**src/rtl/snap_pkg.sv**
```systemverilog
package snap_pkg;

    localparam int CFG_W   = 10;
    localparam int DELAY_W = 4;

    typedef enum logic [1:0] {
        ST_IDLE = 2'd0,
        ST_WAIT = 2'd1,
        ST_CAP  = 2'd2
    } snap_state_e;

    // Field order follows the register bit layout, LSB last.
    typedef struct packed {
        logic               byte_mode;
        logic               hold;
        logic [DELAY_W-1:0] delay;
        logic [1:0]         rate;
        logic [1:0]         src;
    } snap_cfg_t;

    // Store interval in clocks; the unused code 2 maps onto the slowest rate.
    function automatic logic [2:0] step_of(input logic [1:0] rate);
        case (rate)
            2'd0:    step_of = 3'd1;
            2'd1:    step_of = 3'd2;
            default: step_of = 3'd4;
        endcase
    endfunction

endpackage

```
**src/rtl/snap_src_mux.sv**
```systemverilog
module snap_src_mux #(
    parameter int NARROW_W = 12,
    parameter int WIDE_W   = 16
) (
    input  logic [NARROW_W-1:0] in_b_n,
    input  logic [NARROW_W-1:0] in_a_n,
    input  logic [WIDE_W-1:0]   out_a_w,
    input  logic [WIDE_W-1:0]   out_b_w,
    input  logic [1:0]          sel,
    input  logic                byte_mode,
    output logic [WIDE_W-1:0]   wr_data
);
    localparam int PAD_W  = WIDE_W - NARROW_W;
    localparam int BYTE_W = WIDE_W / 2;

    logic [WIDE_W-1:0] sample;

    always_comb begin
        case (sel)
            2'd0:    sample = {in_b_n, {PAD_W{1'b0}}};
            2'd1:    sample = {in_a_n, {PAD_W{1'b0}}};
            2'd2:    sample = out_a_w;
            default: sample = out_b_w;
        endcase
        // In byte mode the upper byte is offered on both lanes; lane enables pick one.
        wr_data = byte_mode ? {2{sample[WIDE_W-1 -: BYTE_W]}} : sample;
    end

endmodule

```
**src/rtl/snap_seq.sv**
```systemverilog
module snap_seq
    import snap_pkg::*;
#(
    parameter int ADDR_W   = 7,
    parameter int BLK_LOG2 = 7
) (
    input  logic              clk,
    input  logic              rst_n,
    input  logic              trig,
    input  logic              cfg_we,
    input  logic [CFG_W-1:0]  cfg_wdata,
    output logic [CFG_W-1:0]  cfg_q,
    output logic [1:0]        act_src,
    output logic              act_byte,
    output logic [1:0]        wr_lane_en,
    output logic [ADDR_W-1:0] wr_addr,
    output logic              busy,
    output logic              done
);
    localparam int IDX_W  = ADDR_W + 1;
    localparam int WAIT_W = BLK_LOG2 + DELAY_W + 2;

    typedef struct packed {
        snap_state_e       st;
        snap_cfg_t         cfg;
        snap_cfg_t         act;
        logic [WAIT_W-1:0] wcnt;
        logic [1:0]        phase;
        logic [IDX_W-1:0]  idx;
        logic              done;
    } seq_t;

    seq_t s_q, s_d;

    logic [2:0]        act_step, cfg_step;
    logic [WAIT_W-1:0] dly_cycles;
    logic              store, last;

    always_comb begin
        s_d        = s_q;
        act_step   = step_of(s_q.act.rate);
        cfg_step   = step_of(s_q.cfg.rate);
        dly_cycles = (WAIT_W'(s_q.cfg.delay) * WAIT_W'(cfg_step)) << BLK_LOG2;
        store      = (s_q.st == ST_CAP) && (s_q.phase == 2'd0);
        last       = s_q.act.byte_mode ? (&s_q.idx) : (&s_q.idx[ADDR_W-1:0]);

        if (cfg_we) s_d.cfg = snap_cfg_t'(cfg_wdata);

        case (s_q.st)
            ST_IDLE: begin
                if (trig && !s_q.cfg.hold) begin
                    s_d.act   = s_q.cfg;
                    s_d.done  = 1'b0;
                    s_d.phase = 2'd0;
                    s_d.idx   = '0;
                    if (dly_cycles == '0) begin
                        s_d.st = ST_CAP;
                    end else begin
                        s_d.st   = ST_WAIT;
                        s_d.wcnt = dly_cycles - WAIT_W'(1);
                    end
                end
            end
            ST_WAIT: begin
                if (s_q.wcnt == '0) s_d.st = ST_CAP;
                else                s_d.wcnt = s_q.wcnt - WAIT_W'(1);
            end
            ST_CAP: begin
                s_d.phase = (s_q.phase == 2'(act_step - 3'd1)) ? 2'd0 : s_q.phase + 2'd1;
                if (store) begin
                    s_d.idx = s_q.idx + IDX_W'(1);
                    if (last) begin
                        s_d.st    = ST_IDLE;
                        s_d.done  = 1'b1;
                        s_d.phase = 2'd0;
                    end
                end
            end
            default: s_d.st = ST_IDLE;
        endcase
    end

    always_ff @(posedge clk or negedge rst_n) begin
        if (!rst_n) begin
            s_q <= '{st: ST_IDLE, cfg: '0, act: '0, wcnt: '0, phase: 2'd0, idx: '0, done: 1'b0};
        end else begin
            s_q <= s_d;
        end
    end

    assign cfg_q      = s_q.cfg;
    assign act_src    = s_q.act.src;
    assign act_byte   = s_q.act.byte_mode;
    assign wr_addr    = s_q.idx[ADDR_W-1:0];
    assign wr_lane_en = !store ? 2'b00 :
                        !s_q.act.byte_mode ? 2'b11 :
                        (s_q.idx[ADDR_W] ? 2'b10 : 2'b01);
    assign busy       = (s_q.st != ST_IDLE);
    assign done       = s_q.done;

endmodule

```
**src/rtl/snap_mem.sv**
```systemverilog
module snap_mem #(
    parameter int ADDR_W = 7,
    parameter int DATA_W = 16,
    parameter int LANES  = 2
) (
    input  logic              clk,
    input  logic              rst_n,
    input  logic [LANES-1:0]  we,
    input  logic [ADDR_W-1:0] wr_addr,
    input  logic [DATA_W-1:0] wr_data,
    input  logic              rd_en,
    input  logic [ADDR_W-1:0] rd_addr,
    output logic [DATA_W-1:0] rd_data
);
    localparam int DEPTH  = 1 << ADDR_W;
    localparam int LANE_W = DATA_W / LANES;

    for (genvar l = 0; l < LANES; l++) begin : g_lane
        logic [LANE_W-1:0] mem_q [DEPTH];
        logic [LANE_W-1:0] rd_q;

        always_ff @(posedge clk) begin
            if (we[l]) mem_q[wr_addr] <= wr_data[l*LANE_W +: LANE_W];
        end

        always_ff @(posedge clk or negedge rst_n) begin
            if (!rst_n)     rd_q <= '0;
            else if (rd_en) rd_q <= mem_q[rd_addr];
        end

        assign rd_data[l*LANE_W +: LANE_W] = rd_q;
    end

endmodule

```
**src/rtl/snap_capture_buf.sv**
```systemverilog
module snap_capture_buf
    import snap_pkg::*;
#(
    parameter int ADDR_W   = 7,
    parameter int NARROW_W = 12,
    parameter int WIDE_W   = 16
) (
    input  logic                clk,
    input  logic                rst_n,
    input  logic [NARROW_W-1:0] smp_in_b,
    input  logic [NARROW_W-1:0] smp_in_a,
    input  logic [WIDE_W-1:0]   smp_out_a,
    input  logic [WIDE_W-1:0]   smp_out_b,
    input  logic                trig,
    input  logic                cfg_we,
    input  logic [WIDE_W-1:0]   cfg_wdata,
    output logic [WIDE_W-1:0]   cfg_rdata,
    output logic                done,
    input  logic                rd_en,
    input  logic [ADDR_W-1:0]   rd_addr,
    output logic [WIDE_W-1:0]   rd_data
);
    // A delay block spans one buffer's worth of samples.
    localparam int BLK_LOG2 = ADDR_W;

    logic [CFG_W-1:0]  cfg_q;
    logic [1:0]        act_src;
    logic              act_byte;
    logic [1:0]        wr_lane_en;
    logic [ADDR_W-1:0] wr_addr;
    logic [WIDE_W-1:0] wr_data;
    logic              busy;

    snap_seq #(
        .ADDR_W   (ADDR_W),
        .BLK_LOG2 (BLK_LOG2)
    ) u_seq (
        .clk        (clk),
        .rst_n      (rst_n),
        .trig       (trig),
        .cfg_we     (cfg_we),
        .cfg_wdata  (cfg_wdata[CFG_W-1:0]),
        .cfg_q      (cfg_q),
        .act_src    (act_src),
        .act_byte   (act_byte),
        .wr_lane_en (wr_lane_en),
        .wr_addr    (wr_addr),
        .busy       (busy),
        .done       (done)
    );

    snap_src_mux #(
        .NARROW_W (NARROW_W),
        .WIDE_W   (WIDE_W)
    ) u_mux (
        .in_b_n    (smp_in_b),
        .in_a_n    (smp_in_a),
        .out_a_w   (smp_out_a),
        .out_b_w   (smp_out_b),
        .sel       (act_src),
        .byte_mode (act_byte),
        .wr_data   (wr_data)
    );

    snap_mem #(
        .ADDR_W (ADDR_W),
        .DATA_W (WIDE_W),
        .LANES  (2)
    ) u_mem (
        .clk     (clk),
        .rst_n   (rst_n),
        .we      (wr_lane_en),
        .wr_addr (wr_addr),
        .wr_data (wr_data),
        .rd_en   (rd_en),
        .rd_addr (rd_addr),
        .rd_data (rd_data)
    );

    assign cfg_rdata = WIDE_W'(cfg_q);

endmodule

```
**config.mk**
```make
export PLATFORM = sky130hd
export DESIGN_NAME = snap_capture_buf
export DESIGN_NICKNAME = d
export VERILOG_FILES = /design/src/rtl/snap_pkg.sv /design/src/rtl/snap_src_mux.sv /design/src/rtl/snap_seq.sv /design/src/rtl/snap_mem.sv /design/src/rtl/snap_capture_buf.sv
export SDC_FILE = /design/constraint.sdc
export NUM_CORES = 2
export LEC_CHECK = 0
export ABC_CLOCK_PERIOD_IN_PS = 8200
export BUFFER_PORTS_ARGS = -buffer_cell sky130_fd_sc_hd__buf_2
export CAP_MARGIN = 20
export CORE_UTILIZATION = 50
export CTS_BUF_LIST = sky130_fd_sc_hd__clkbuf_4 sky130_fd_sc_hd__clkbuf_8
export CTS_CLUSTER_DIAMETER = 120
export DETAILED_ROUTE_END_ITERATION = 12
export PLACE_DENSITY_LB_ADDON = 0.1
export RECOVER_POWER = 25
export SYNTH_ARGS = -nofsm -noshare
export SYNTH_HDL_FRONTEND = slang
export SYNTH_SLANG_ARGS = --single-unit
```
**constraint.sdc**
```tcl
create_clock -name clk -period 8.2 [get_ports clk]
set_input_delay 0.82 -clock clk [delete_from_list [all_inputs] [get_ports clk]]
set_output_delay 0.82 -clock clk [all_outputs]
set_load 0.03 [all_outputs]
```
Word-level counts from Yosys, hierarchy flattened --
Memories as Yosys holds them, arrays and structs flattened. A register that Yosys moved wholly into a read port is not among the register bits. Index checks and enable logic that the tools add are counted.
Operators by class: $add $sub $neg 5, multiply operators 1, equal/unequal tests 13, mux-type cells 27, reductions and logical operators 22
Operator list (count):
- 16-bit one-hot mux with 3 select lines | 1
- 13-bit logical NOT | 2
- 13-bit 2-to-1 mux | 2
- 13-bit one-hot mux with 2 select lines | 1
- 13-bit by 1-bit subtractor with 13-bit output, second input constant | 2
- 24-bit 2-to-1 mux | 1
- 11-bit one-hot mux with 2 select lines | 1
- 2-bit 2-to-1 mux | 10
- 4-bit AND reduction | 3
- 11-bit 2-to-1 mux | 1
- 2-bit logical NOT | 5
- 8-bit by 1-bit adder with 8-bit output, second input constant | 1
- 2-bit by 1-bit equality test with 1-bit output, second input constant | 4
- 8-bit 2-to-1 mux | 1
- 2-bit by 1-bit != test with 1-bit output, second input constant | 4
- 8-bit AND reduction | 1
- 7-bit AND reduction | 1
- 4-bit by 3-bit multiplier with 6-bit output | 1
- 1-bit 2-to-1 mux | 6
- 2-bit one-hot mux with 3 select lines | 1
- 3-bit one-hot mux with 2 select lines | 1
- 2-bit equality test, second input constant | 2
- 2-bit != test, second input constant | 2
- 2-bit one-hot mux with 2 select lines | 1
- other kinds (8) | 13
Word-level totals: bits in registers 41, bits in writable memories 2048, input port bits 84, output and inout bits 33, logic and storage cells 83, memories 2
Memories:
- u_mem.g_lane[0].mem_q | words 128, bits a word 8, rd ports 1, clocked after Yosys merged registers in 1, wr ports 1, line snap_mem.sv:19 | logic [LANE_W-1:0] mem_q [DEPTH];
- u_mem.g_lane[1].mem_q | words 128, bits a word 8, rd ports 1, clocked after Yosys merged registers in 1, wr ports 1, line snap_mem.sv:19

Depth between registers and ports, before layout --
word-level depth 8, mapped depth 13

Cells and area by module --
Synthesis repeated with hierarchy kept, for this count alone.
Second synthesis, totals: cell total of the unflattened synthesis 4413, area, all modules 83845.4 um^2
Modules (own cells, without submodules):
- snap_mem | instances 1, cells each 4093, area an instance 80538.5 um^2, sequential area each 61899.4 um^2
- snap_seq | instances 1, cells each 274, area an instance 2575.0 um^2, sequential area each 1026.0 um^2
- snap_src_mux | instances 1, cells each 39, area an instance 683.2 um^2, sequential area each 0.0 um^2
- snap_capture_buf | instances 1, cells each 7, area an instance 48.8 um^2, sequential area each 0.0 um^2

Worst setup path after synthesis --
No wires, ideal clock.
kind register -> register, start point register u_seq.s_q (netlist bit u_seq.act_src[0]), end point memory u_mem.g_lane[0].mem_q[0][3] in the netlist's numbering (data pin), library setup time 1.197 ns, arrival 6.167 ns, required time 7.003 ns, setup slack 0.836 ns, stages on the path, launching flop included 5, path buffers 2, clock period less this slack 7.364 ns, cell sequence dfrtp_1 clkbuf_1 buf_2 mux2i_1 o21ai_0
Between the ends: word-level cells in the longest chain between the ends 3, elaborated cells between the ends (all ways) 5, classes of those cells eq/ne: 2; mux: 2; reduce/logical: 1
Ends and longest elaborated chain:
- from (decl) | line snap_seq.sv:33 | seq_t s_q, s_d;
- from (signal assigned) | line snap_seq.sv:85 | s_q <= '{st: ST_IDLE, cfg: '0, act: '0, wcnt: '0, phase: 2'd0, idx: '0, done: 1'b0};
- 2-bit equality test, or another cell as far along | line snap_src_mux.sv:19 | case (sel)
- 16-bit one-hot mux with 3 select lines * | line snap_src_mux.sv:19
- 8-bit 2-to-1 mux * | line snap_src_mux.sv:26 | wr_data = byte_mode ? {2{sample[WIDE_W-1 -: BYTE_W]}} : sample;
- named net u_mem.wr_data[3] | line snap_mem.sv:10 | input logic [DATA_W-1:0] wr_data,
- to (decl) | line snap_mem.sv:19
Mark *: on every way through the listed nets, which the timed path passes. The rest lies on a longest branch.

Final worst setup path --
start point register u_seq.s_q (netlist bit u_seq.act_src[0]), end point memory u_mem.g_lane[1].mem_q[65][2] in the netlist's numbering (data pin)
Between the ends: word-level cells in the longest chain between the ends 2, elaborated cells between the ends (all ways) 4, classes of those cells eq/ne: 2; mux: 1; reduce/logical: 1
Ends and longest elaborated chain (line):
- 2-bit equality test, or another cell as far along | snap_src_mux.sv:19
- 16-bit one-hot mux with 3 select lines * | snap_src_mux.sv:19
- named net u_mem.wr_data[10] | snap_mem.sv:10
- to (decl) | snap_mem.sv:19
Marks and branches as above.

==> summary.txt <==
Power
  – P per Cell Area: 284 nW/um2
  – Overall Power: 0.0262 W
  – Sequential share of power: 53.2%
  – VDD IR max: around 0.31 mV
  – Leakage power: about 29 nW
  – Logic gate share of total power: 12.8%
  – Psw: 0.00701 W
  – Internal: around 0.019 W
  – Clock network fraction of total power: 34.0%
  – Sw frac: 26.8%

Synthesis
  – Register area share after synthesis: 75.8%
  – Post-Syn Area per Cell: approximately 20 um2
  – Register bit total from synthesis: 2105
  – Synthesized cell area: around 83000 um2
  – Post-synth top cells: edfxtp_1, mux4_2, nor2_1
  – Synth top area cells: edfxtp_1, mux4_2, mux2i_1
  – Synth warn: 0
  – Synth top area share: 74.1%
  – Synth Flop Type: edfxtp_1
  – Async SR Flop Fraction: under 10%
  – EDFF count, synth: 2048
  – Netlist cell types: 69
  – Cell count after synthesis: 4162
  – Area leader, netlist: edfxtp_1
  – Cell with the most instances after synthesis: edfxtp_1

GRT
  – Congestion Overflow GR: 0
  – Initial antenna violation count: 12
  – Vias in the first global route: about 43k
  – Pin count of the biggest net entering global routing: 101
  – First-pass GRT wire length: approximately 320 mm
  – Total GRT Usage: 26.6%

Outcome
  – Failing checks: DRC, capacitance limit, slew limit
  – Outcome: complete, but fails checks

Worst setup path
  – Worst R2R Setup Slack: 2.33 ns
  – FF-to-FF Start: u_seq.act_src[0]
  – Req. time, crit path: roughly 8.5 ns
  – CP Capture Type: flop
  – Worst reg2reg endpoint: u_mem.g_lane[1].mem_q[65][2]
  – Startpoint type of the worst setup path: flop
  – Type of the worst setup path: reg -> reg
  – R2R depth: 3
  – Crit path launch: u_seq.act_src[0]
  – Worst path arrival time: 6.20 ns
  – Crit Path Max Fanout: 68

Drt
  – Vias: 42.9k
  – Routed length per instance: 32.0 um
  – Antenna Nets Post-Route: 0
  – Via-per-instance ratio: 6.20
  – # DRC: 2
  – Drt total wl: 222 mm
  – DRT iter0 DRCs: between 4k and 5k
  – DRT Pass-1 Iters: 10

Finish
  – Fillers: 12.7k
  – Fraction of layout cells with a size suffix above 1: about a quarter
  – Final core occ: 55.9%
  – Final Instance Area: about 90000 um2
  – # nets final: 4569
  – Area Overhead vs Synth: 11.1%

Die
  – Die ar.: 168000 um2
  – Core ar.: 165000 um2
  – Site Rows: 149
  – Starting Density: roughly 50%
  – I/O pin total: roughly 120
  – Die width: 409 um
  – Die Height: 409 um

Placed design
  – DP Wirelength: 132 mm
  – Cell Area, Placed: 85700 um2
  – I/O Buffers: 104
  – Gpl congestion: about 0.84

Min path
  – Hold Path Cell Cnt: 3
  – Min-Delay Endpoint: u_seq.cfg_q[8]
  – Worst Hold Launch: cfg_we
  – HP Class: in -> reg

Timing
  – Final TNS setup: 0 ns
  – Max Fclk: around 170 MHz
  – Setup violators final: 0
  – Final cycle utilization of the critical path: a little under three quarters
  – Slew @ Worst Pin: 4.35 ns
  – Skew final: around 0.062 ns
  – Final hold vios: 0
  – Setup repair after global routing missed its margin: false
  – Slew HR: -190%
  – Tmin final: 5.87 ns
  – Pins over their slew limit: 522

Run
  – # Max-Cap Violations: 8

CTS
  – TritonCTS Buffers: 356
  – CTS H-tree lvls: 5
  – Clock Path Buffers: 4
  – Clk pin slew, worst setup/hold paths: ~0.060 ns
  – Clock Tree Root: clkbuf_8
  – CTS tree: done
  – Post-CTS Setup Bufs: 0
  – Clock sink count: 2105
  – Worst skew pair latency: 1.05 ns
  – Post-CTS Resized: 0
  – CTS Hold Bufs: 11
-- cells in the final DEF, fill, tap and decap left out, types with 52 or more instances in the layout --
cell / count
a22oi_1: 52
buf_2: 71
buf_4: 74
clkbuf_4: 111
clkbuf_8: 366
clkinv_1: 81
dfrtp_1: 57
edfxtp_1: 2048
mux2i_1: 178
mux4_2: 457
nand2_1: 158
nor2_1: 313
o21ai_0: 64
o22ai_1: 89
-- registers in the layout, indices dropped and copies added, names as in the netlist --
| signal | cells |
|---|---|
| u_seq.cfg_q | 10 |
| u_mem.g_lane.mem_q | 2048 |
| u_seq.s_q | 20 |
| u_seq.wr_addr | 7 |
| u_mem.g_lane.rd_q | 16 |
| u_seq.act_byte | 1 |
| u_seq.done | 1 |
| u_seq.act_src | 2 |
-- worst max-delay path, stage by stage, from the launching register on --
cell      delay (ns)
dfrtp_1         0.32
clkbuf_1        1.00
mux4_2          1.34
clkbuf_1        2.32
-- how the worst max path moves through the flow --
| stage | endpoint | slack (ns) | cells after the start |
|---|---|---|---|
| floorplan | u_mem.g_lane[0].mem_q[0][3] | 0.84 | 4 |
| global placement | u_mem.g_lane[1].rd_q[1] | 3.64 | 10 |
| detailed placement | u_mem.g_lane[1].rd_q[1] | 3.62 | 10 |
| CTS | u_mem.g_lane[1].mem_q[77][5] | 3.82 | 6 |
| global route | u_mem.g_lane[1].mem_q[65][0] | 1.91 | 3 |
| finish | u_mem.g_lane[1].mem_q[65][2] | 2.33 | 3 |
-- cells by family after synthesis --
| family | count (synthesis) | synth area share (%) |
|---|---|---|
| DFF | 2105 | 75.8 |
| and+or+nand+nor | 679 | 3.56 |
| muxes | 671 | 15.1 |
| AOI/OAI and AO/OA | 408 | 3.33 |
| buffers and inverters | 278 | 1.96 |
| adders and majority gates | 12 | 0.208 |
| xor gates and xnor gates | 8 | 0.0844 |
| other | 1 | 0.00452 |
-- through the flow --
step                      hold WS (ns)  std cells  setup WS [ns]
after detailed placement         0.471       6293           3.62
after global placement           0.469       6293           3.64
after CTS                        0.112       6910           3.82
final                            0.191       6912           2.33
after global routing             0.193       6912           1.91
after floorplan                  0.442       4167          0.836
-- power groups by stage --
stage	Clock [W]	Combinational, W	Sequential, W
2_1_floorplan	0	0.00175	0.0142
3_3_place_gp	0	0.00330	0.0141
3_5_place_dp	0	0.00343	0.0141
4_1_cts	0.00903	0.00342	0.0139
5_1_grt	0.00947	0.00358	0.0139
6_report	0.00890	0.00335	0.0139
-- cell type report --
cell class              count  area [um2]  area share [%]
well taps                2189        2740            2.97
multi-input cells        1784       18600            20.1
clock inverters           129         704           0.763
repair buffers            203        1350            1.46
diodes                      2        5.00         0.00542
flip-flops and latches   2105       62900            68.2
inverters                  23        87.6          0.0949
clock buffers             477        5870            6.36
-- per-layer routing --
| layer | vias to the layer above | GRT usage [%] | part of all wire, % |
|---|---|---|---|
| met3 | 422 | 4.79 | 7.4 |
| li1 | 17772 | - | - |
| met1 | 22769 | 38.0 | 42 |
| met5 | - | 0 | 0 |
| met2 | 1923 | 41.4 | 48 |
| met4 | 0 | 9.08 | 3.2 |
(Power assumes the default switching activity.)
